File: config.mk
export PLATFORM = sky130hd
export DESIGN_NAME = sfc_counter
export DESIGN_NICKNAME = d
export VERILOG_FILES = /design/src/rtl/sfc_pkg.sv /design/src/rtl/sfc_counter.sv
export SDC_FILE = /design/constraint.sdc
export NUM_CORES = 1
export LEC_CHECK = 0
export BUFFER_PORTS_ARGS = -buffer_cell sky130_fd_sc_hd__buf_4
export CAP_MARGIN = 20
export CORE_AREA = 2 2 39 41
export DETAILED_ROUTE_END_ITERATION = 12
export DIE_AREA = 0 0 41 43
export GPL_TIMING_DRIVEN = 0
export HOLD_SLACK_MARGIN = 0.02
export PLACE_DENSITY = 0.65
export SLEW_MARGIN = 15
export SYNTH_ARGS = -nofsm -noshare
export SYNTH_HDL_FRONTEND = slang
export SYNTH_SLANG_ARGS = --single-unit
File: constraint.sdc
create_clock -name clk -period 3.1 [get_ports clk]
set_input_delay 0.155 -clock clk [delete_from_list [all_inputs] [get_ports clk]]
set_output_delay 0.155 -clock clk [all_outputs]
set_load 0.02 [all_outputs]
File: src/rtl/sfc_pkg.sv
package sfc_pkg;

    typedef enum logic [1:0] {
        VERD_IDLE  = 2'd0,
        VERD_EMPTY = 2'd1,
        VERD_PASS  = 2'd2,
        VERD_FAIL  = 2'd3
    } verdict_e;

    // Judge a finished transaction from its saturated count, granule phase
    // and whether both selects were ever low together.
    function automatic verdict_e judge_frame(
        input int unsigned cnt_sat,
        input bit          phase_zero,
        input bit          wide,
        input int unsigned min_single,
        input int unsigned min_dual
    );
        int unsigned floor_v;
        floor_v = wide ? min_dual : min_single;
        if (cnt_sat == 0)
            return VERD_EMPTY;
        else if (cnt_sat >= floor_v && phase_zero)
            return VERD_PASS;
        else
            return VERD_FAIL;
    endfunction

endpackage

File: src/rtl/sfc_counter.sv
module sfc_counter
    import sfc_pkg::*;
#(
    parameter int unsigned MIN_SINGLE = 16,
    parameter int unsigned MIN_DUAL   = 32,
    parameter int unsigned GRAN       = 8
) (
    input  logic     clk,
    input  logic     rst,
    input  logic     cs_a_n,
    input  logic     cs_b_n,
    input  logic     sclk_rise,
    output logic     lead_win,
    output verdict_e verdict
);
    localparam int unsigned SW = $clog2(MIN_DUAL + 1);
    localparam int unsigned PW = (GRAN > 1) ? $clog2(GRAN) : 1;
    localparam logic [SW-1:0] SAT_TOP  = SW'(MIN_DUAL);
    localparam logic [PW-1:0] PH_LAST  = PW'(GRAN - 1);

    logic          active, both_low, end_evt;
    logic          act_q, wide_q;
    logic [SW-1:0] sat_q;
    logic [PW-1:0] phase_q;

    always_comb begin
        active   = !cs_a_n || !cs_b_n;
        both_low = !cs_a_n && !cs_b_n;
        end_evt  = act_q && !active;
        lead_win = active && (sat_q == '0);
        verdict  = end_evt ? judge_frame(int'(sat_q), phase_q == '0, wide_q,
                                         MIN_SINGLE, MIN_DUAL)
                           : VERD_IDLE;
    end

    always_ff @(posedge clk) begin
        if (rst) begin
            act_q   <= 1'b0;
            wide_q  <= 1'b0;
            sat_q   <= '0;
            phase_q <= '0;
        end else begin
            act_q <= active;
            if (!active) begin
                wide_q  <= 1'b0;
                sat_q   <= '0;
                phase_q <= '0;
            end else begin
                if (both_low)
                    wide_q <= 1'b1;
                if (sclk_rise) begin
                    if (sat_q != SAT_TOP)
                        sat_q <= sat_q + SW'(1);
                    phase_q <= (phase_q == PH_LAST) ? '0 : phase_q + PW'(1);
                end
            end
        end
    end

endmodule

==> results.py, run 1 <==
metrics = {
    "pwr": {
        "power_frac_comb": 0.147,
        "swShare": 0.251,
        "pwr-share-clk": 0.334,
        "p_sw_mw": 0.0725,
        "peakVddDrop_uv": 231,
        "internal-power_mw": 0.216,
        "power_leakage_nw": 0.300,
        "seqPwrFrac": 0.519,
        "power_density_nw_per_um2": 414,
    },
    "floorplan": {
        "dieArea_um2": 1760,
        "die_x_um": 41,
        "die_height_um": 43,
        "initial_core_util": 0.438,
        "io_pins": 8,
        "core_um2": 1380,
        "row_count": 14,
    },
    "timing": {
        "worst_slew_pin_slew_ns": 0.331,
        "rsz0062_at_grt": "false",
        "finalHoldViolations": 0,
        "finalSetupViolations": 0,
        "fin_ws_ns": 1.14,
        "report.final.slew_viol_count": 0,
        "min_period_ns": 1.96,
        "timing.final.crit_share": 0.631,
        "finalSetupTns_ns": 0,
        "fmax_mhz": 511,
        "fin_skew_ns": 0.00289,
        "max_slew_margin": 0.779,
    },
    "layout": {
        "layout-drive-gt1-share": 0.154,
        "finalCoreUtilization": 0.504,
        "num_antenna_cells": 0,
        "multi_input_area_um2": 348,
        "fin_nets": 91,
        "final-seq-area_um2": 220,
        "area_delta_synth_final_pct": 15.1,
        "fill_cells": 136,
    },
    "clocking": {
        "cts.repair.resized": 0,
        "cts.hold.buffers_added": 0,
        "cts.sinks": 11,
        "cts_root_buf": "clkbuf_4",
        "h-tree-depth": 1,
        "cts_buffer_depth": 2,
        "cts_inserted_buffers": 3,
        "clkTransAtPathRegs_ns": 0.07,
        "tritoncts": "yes",
        "insertion_delay_ns": 0.26,
        "postCtsSetupBuffers": 0,
    },
    "setup_path": {
        "cp-end-kind": "output port",
        "r2r_cells": 5,
        "cp-start-kind": "register",
        "crit_arrival_ns": 1.80,
        "r2r_end": "sat_q[1]",
        "worstSetupPathType": "reg -> out",
        "r2r_start": "sat_q[0]",
        "worst_ep_required_time_ns": 2.94,
        "cp_max_fo": 4,
        "regToRegSetupSlack_ns": 1.73,
    },
    "min_path": {
        "whs_path_depth": 2,
        "hold_path.startpoint": "rst",
        "hp-class": "in -> reg",
        "min_to": "wide_q",
    },
    "global_route": {
        "grt_max_degree": 9,
        "grt.total_usage": 0.159,
        "grt_pass1_vias": 450,
        "grt_overflow_total": 0,
        "antenna_found_initial": 0,
        "grt_pass1_wl_um": 1820,
    },
    "synthesis": {
        "synth_nets": 80,
        "netlist.area_leader.share": 0.364,
        "syn_inst": 68,
        "synthTopCellsByArea": "dfxtp_1, ha_1, mux2i_1",
        "synth-edff-count": 0,
        "ys_ff_latch": 11,
        "synth_most_common_cell": "dfxtp_1",
        "synth.yosys.seq_area_share": 0.364,
        "synth_ff_type": "dfxtp_1",
        "synth.avg_cell_area_um2": 8.91,
        "synth_common_cells": "dfxtp_1, nand2_1, ha_1, inv_1, nor2_1",
        "synth-async-reset-ratio": 0,
        "post-synth-top-area-cell": "dfxtp_1",
        "yosysWarningCount": 0,
        "yosysUniqueCellTypes": 27,
        "syn_area_um2": 606,
    },
    "detailed_routing": {
        "vias_per_cell": 5.12,
        "wl_per_cell_um": 11.2,
        "vias": 481,
        "drt_iter0_drc": 8,
        "wl_um": 1050,
        "post-route-drc-count": 0,
        "ant_nets": 0,
        "drt-pass1-iter-count": 4,
    },
    "placement": {
        "portBuffers": 6,
        "dpl_worst_slack_ns": 1.42,
        "dp_hpwl_um": 800,
        "gp_congestion": 0.782,
    },
    "flow_run": {
        "maxCapViolCount": 0,
    },
    "run_status": {
        "status": "completed",
    },
}
[critical path, stage by stage, from the launching register on]
cell and delay [ns]:
dfxtp_1 0.38, inv_1 0.07, ha_1 0.21, nor3b_1 0.14, a311o_1 0.35, a41oi_1 0.22
buf_4 0.17
[cell type report]
type / instances / area share
clock buffers: 4 / 0.0377
well taps: 16 / 0.0287
repair buffers: 6 / 0.0646
flip-flops and latches: 11 / 0.316
inverters: 8 / 0.0431
plain buffers: 1 / 0.0108
multi-input cells: 48 / 0.499
[worst max path at each step]
stage / start / to / slack (ns) / cells after the start
floorplan: wide_q / verdict[0] / 1.43 / 5
global placement: sat_q[0] / verdict[0] / 1.44 / 6
detailed placement: sat_q[0] / verdict[0] / 1.42 / 6
CTS: sat_q[0] / verdict[0] / 1.11 / 6
global route: sat_q[5] / verdict[0] / 1.06 / 5
finish: sat_q[0] / verdict[0] / 1.14 / 6
[per-layer routing]
metal | GRT usage | up-vias | wire (µm)
li1 | - | 252 | -
met1 | 0.193 | 215 | 516
met2 | 0.225 | 12 | 463
met3 | 0.0314 | 2 | 50
met4 | 0.140 | 0 | 19
met5 | 0 | - | 0
[flip-flops by register name (all words and copies together), names as in the netlist]
signal,flops
wide_q,1
phase_q,3
sat_q,6
act_q,1
[metrics by stage]
stage	hold slack, ns	cell area [µm²]	cells	total power, mW
CTS	0.0403	697	94	0.293
global placement	0.325	671	90	0.195
finish	0.0501	697	94	0.289
detailed placement	0.331	671	90	0.196
global route	0.0487	697	94	0.305
floorplan	0.227	606	68	0.182
[power by group through the flow]
| stage | sequential [mW] | combinational (mW) | clock [mW] |
|---|---|---|---|
| finish | 0.150 | 0.0425 | 0.0964 |
| floorplan | 0.152 | 0.0298 | 0 |
| detailed placement | 0.153 | 0.0428 | 0 |
| global placement | 0.153 | 0.0418 | 0 |
| CTS | 0.150 | 0.0431 | 0.101 |
| global route | 0.150 | 0.0493 | 0.105 |
[cells in the final DEF, fill, tap and decap left out, types with 2 or more instances in the layout]
master / synthesis / final
a21oi_1: 3 / 3
nor2b_1: 2 / 2
ha_1: 7 / 7
buf_4: 1 / 7
nor2_1: 6 / 6
mux2i_1: 4 / 4
inv_1: 7 / 7
clkbuf_4: 0 / 3
nand2_1: 8 / 8
dfxtp_1: 11 / 11
nand4_1: 2 / 2
[cell families (layout without fill, tap and decap cells)]
logic type      count (synthesis)  after routing  share of synthesized area
buf+inv                         9             19                     0.0620
xor+xnor                        2              2                     0.0289
compound gates                 10             10                      0.114
mux                             4              4                     0.0661
fa+ha+maj                       8              8                      0.161
simple gates                   24             24                      0.205
flops                          11             11                      0.364
No activity file was read; power rests on OpenSTA's default activity.
==> run 2, diff against run 1 <==
Settings changed: ABC_AREA set to 1, PLACE_DENSITY 0.65 to 0.7.
Clock period 3.1 ns to 1.9 ns, I/O delays scaled along.
==> results.py, run 2 <==
metrics = {
    "run_status": {
        "status": "completed",
    },
    "synthesis": {
        "synth-async-reset-ratio": 0,
        "synth.yosys.seq_area_share": 0.329,
        "yosysUniqueCellTypes": 16,
        "synth-edff-count": 0,
        "synth.avg_cell_area_um2": 7.05,
        "syn_area_um2": 669,
        "post-synth-top-area-cell": "dfxtp_1",
        "ys_ff_latch": 11,
        "synthTopCellsByArea": "dfxtp_1, ha_1, nand2_1",
        "syn_inst": 95,
        "synth_common_cells": "nand2_1, inv_1, dfxtp_1, nand3_1, nor2_1",
        "synth_ff_type": "dfxtp_1",
        "yosysWarningCount": 0,
        "synth_most_common_cell": "nand2_1",
        "netlist.area_leader.share": 0.329,
        "synth_nets": 107,
    },
    "clocking": {
        "cts_root_buf": "clkbuf_4",
        "cts_inserted_buffers": 3,
        "cts_buffer_depth": 2,
        "cts.sinks": 11,
        "h-tree-depth": 1,
        "insertion_delay_ns": 0.27,
        "tritoncts": "yes",
        "clkTransAtPathRegs_ns": 0.07,
    },
    "setup_path": {
        "worstSetupPathType": "reg -> out",
        "worst_ep_required_time_ns": 1.80,
        "crit_arrival_ns": 1.51,
        "cp_slowest_cell": "dfxtp_1",
        "slowest_delay_ns": 0.39,
        "cp_max_fo": 4,
        "cp_cell_sequence": "inv_1 -> ha_1 -> nand4_1 -> nand2_1 -> a21oi_1 -> nor2_1 -> buf_4",
        "cp-start-kind": "register",
        "cp-end-kind": "output port",
    },
    "detailed_routing": {
        "post-route-drc-count": 0,
        "wl_per_cell_um": 9.86,
        "vias": 631,
        "drt_iter0_drc": 19,
        "drt-pass1-iter-count": 4,
        "vias_per_cell": 5.13,
        "ant_nets": 0,
        "wl_um": 1210,
    },
    "placement": {
        "gp_congestion": 0.799,
        "placed_area_um2": 742,
        "dp_hpwl_um": 953,
        "dpl_worst_slack_ns": 0.590,
        "portBuffers": 7,
    },
    "layout": {
        "fin_nets": 120,
        "final_area_um2": 779,
        "fill_cells": 143,
        "final-seq-area_um2": 220,
        "most-common-layout-cells": "nand2_1, inv_1, nand3_1, dfxtp_1, nor2_1",
        "max_flop_register": "sat_q",
        "area_delta_synth_final_pct": 16.4,
        "num_antenna_cells": 0,
        "reg_top3": "sat_q (6), phase_q (3)",
        "final_common_cell": "nand2_1",
        "layout-drive-gt1-share": 0.187,
        "multi_input_area_um2": 373,
        "largest_reg_flops": 6,
    },
    "global_route": {
        "antenna_found_initial": 0,
        "grt_max_degree": 11,
        "grt_pass1_wl_um": 2130,
        "grt_overflow_total": 0,
        "grt_pass1_vias": 535,
        "grt.total_usage": 0.177,
    },
    "pwr": {
        "total_power_mw": 0.479,
        "seqPwrFrac": 0.509,
        "pwr-share-clk": 0.343,
        "power_frac_comb": 0.147,
        "power_leakage_nw": 0.361,
        "power_density_nw_per_um2": 614,
        "p_sw_mw": 0.133,
        "swShare": 0.277,
        "peakVddDrop_uv": 396,
        "internal-power_mw": 0.346,
    },
    "flow_run": {
        "maxCapViolCount": 0,
    },
    "timing": {
        "fin_skew_ns": 0.00148,
        "max_slew_margin": 0.852,
        "finalSetupTns_ns": 0,
        "rsz0062_at_grt": "false",
        "whs_ns": 0.110,
        "timing.final.crit_share": 0.845,
        "fmax_mhz": 623,
        "fin_ws_ns": 0.294,
        "report.final.slew_viol_count": 0,
        "worst_slew_pin_slew_ns": 0.221,
        "min_period_ns": 1.61,
        "finalHoldViolations": 0,
        "finalSetupViolations": 0,
    },
    "floorplan": {
        "row_count": 14,
        "dieArea_um2": 1760,
        "die_height_um": 43,
        "core_um2": 1380,
        "io_pins": 8,
        "initial_core_util": 0.484,
        "die_x_um": 41,
    },
    "min_path": {
        "hp-class": "in -> reg",
    },
}
run 2: changes by cell type in the layout (fill, tap and decap cells not counted), moves of 3 or more:
cell     delta
mux2i_1     -4
nand3_1    +10
nor2_1      +4
inv_1       +8
a21oi_1     +6
inv_2       +3
nand2_1     +9
run 2: stage by stage:
step,cells,util
2_1_floorplan,95,-
3_3_place_gp,118,0.536
3_5_place_dp,118,0.536
4_1_cts,123,0.563
5_1_grt,123,0.563
6_report,123,0.563
run 2: cell families after synthesis:
family | Yosys count | synth area share
AO/OA/AOI/OAI | 11 | 0.0860
flip-flops | 11 | 0.329
adder cells (fa/ha/maj) | 7 | 0.131
buffers and inverters | 20 | 0.114
AND/OR/NAND/NOR | 46 | 0.340
run 2: what timing repair did:
action / 4_1_cts / 5_1_grt
hold buffers: 1 / 0
buffers inserted: 0 / 0
hold endpoints to repair: 1 / 0
gates resized for setup: 0 / 0
run 2: final timing paths:
kind,from,endpoint,slack [ns],depth (start not counted)
max,sat_q[0],verdict[0],0.29,7
min,cs_a_n,wide_q,0.11,4
max reg2reg,sat_q[0],sat_q[3],0.70,7
min reg2reg,phase_q[2],phase_q[2],0.49,2
run 2: area by class of cell:
type	instances	area share
inverters	19	0.0915
repair buffers	8	0.0803
clock inverters	1	0.00642
flip-flops and latches	11	0.283
well taps	16	0.0257
multi-input cells	64	0.478
plain buffers	1	0.00642
clock buffers	3	0.0289
run 2: worst max-delay path: cells and delay by family, from the launching register on:
kind / cells / cell delay [ns]
flip-flops: 1 / 0.39
AND/OR/NAND/NOR: 3 / 0.27
adder cells (fa/ha/maj): 1 / 0.26
buffers and inverters: 2 / 0.23
AO/OA/AOI/OAI: 1 / 0.11
run 2: power groups by stage:
stage               clock network [mW]  logic [mW]  registers (mW)
CTS                              0.167      0.0714           0.244
floorplan                            0      0.0463           0.248
finish                           0.164      0.0706           0.244
detailed placement                   0      0.0696           0.249
global placement                     0      0.0681           0.249
global route                     0.176      0.0799           0.245
run 2: layer usage:
layer	wire [µm]	track usage	vias to the layer above
li1	-	-	329
met1	564	0.243	278
met2	549	0.259	20
met3	76	0.0314	4
met4	23	0.0800	0
met5	0	0	-
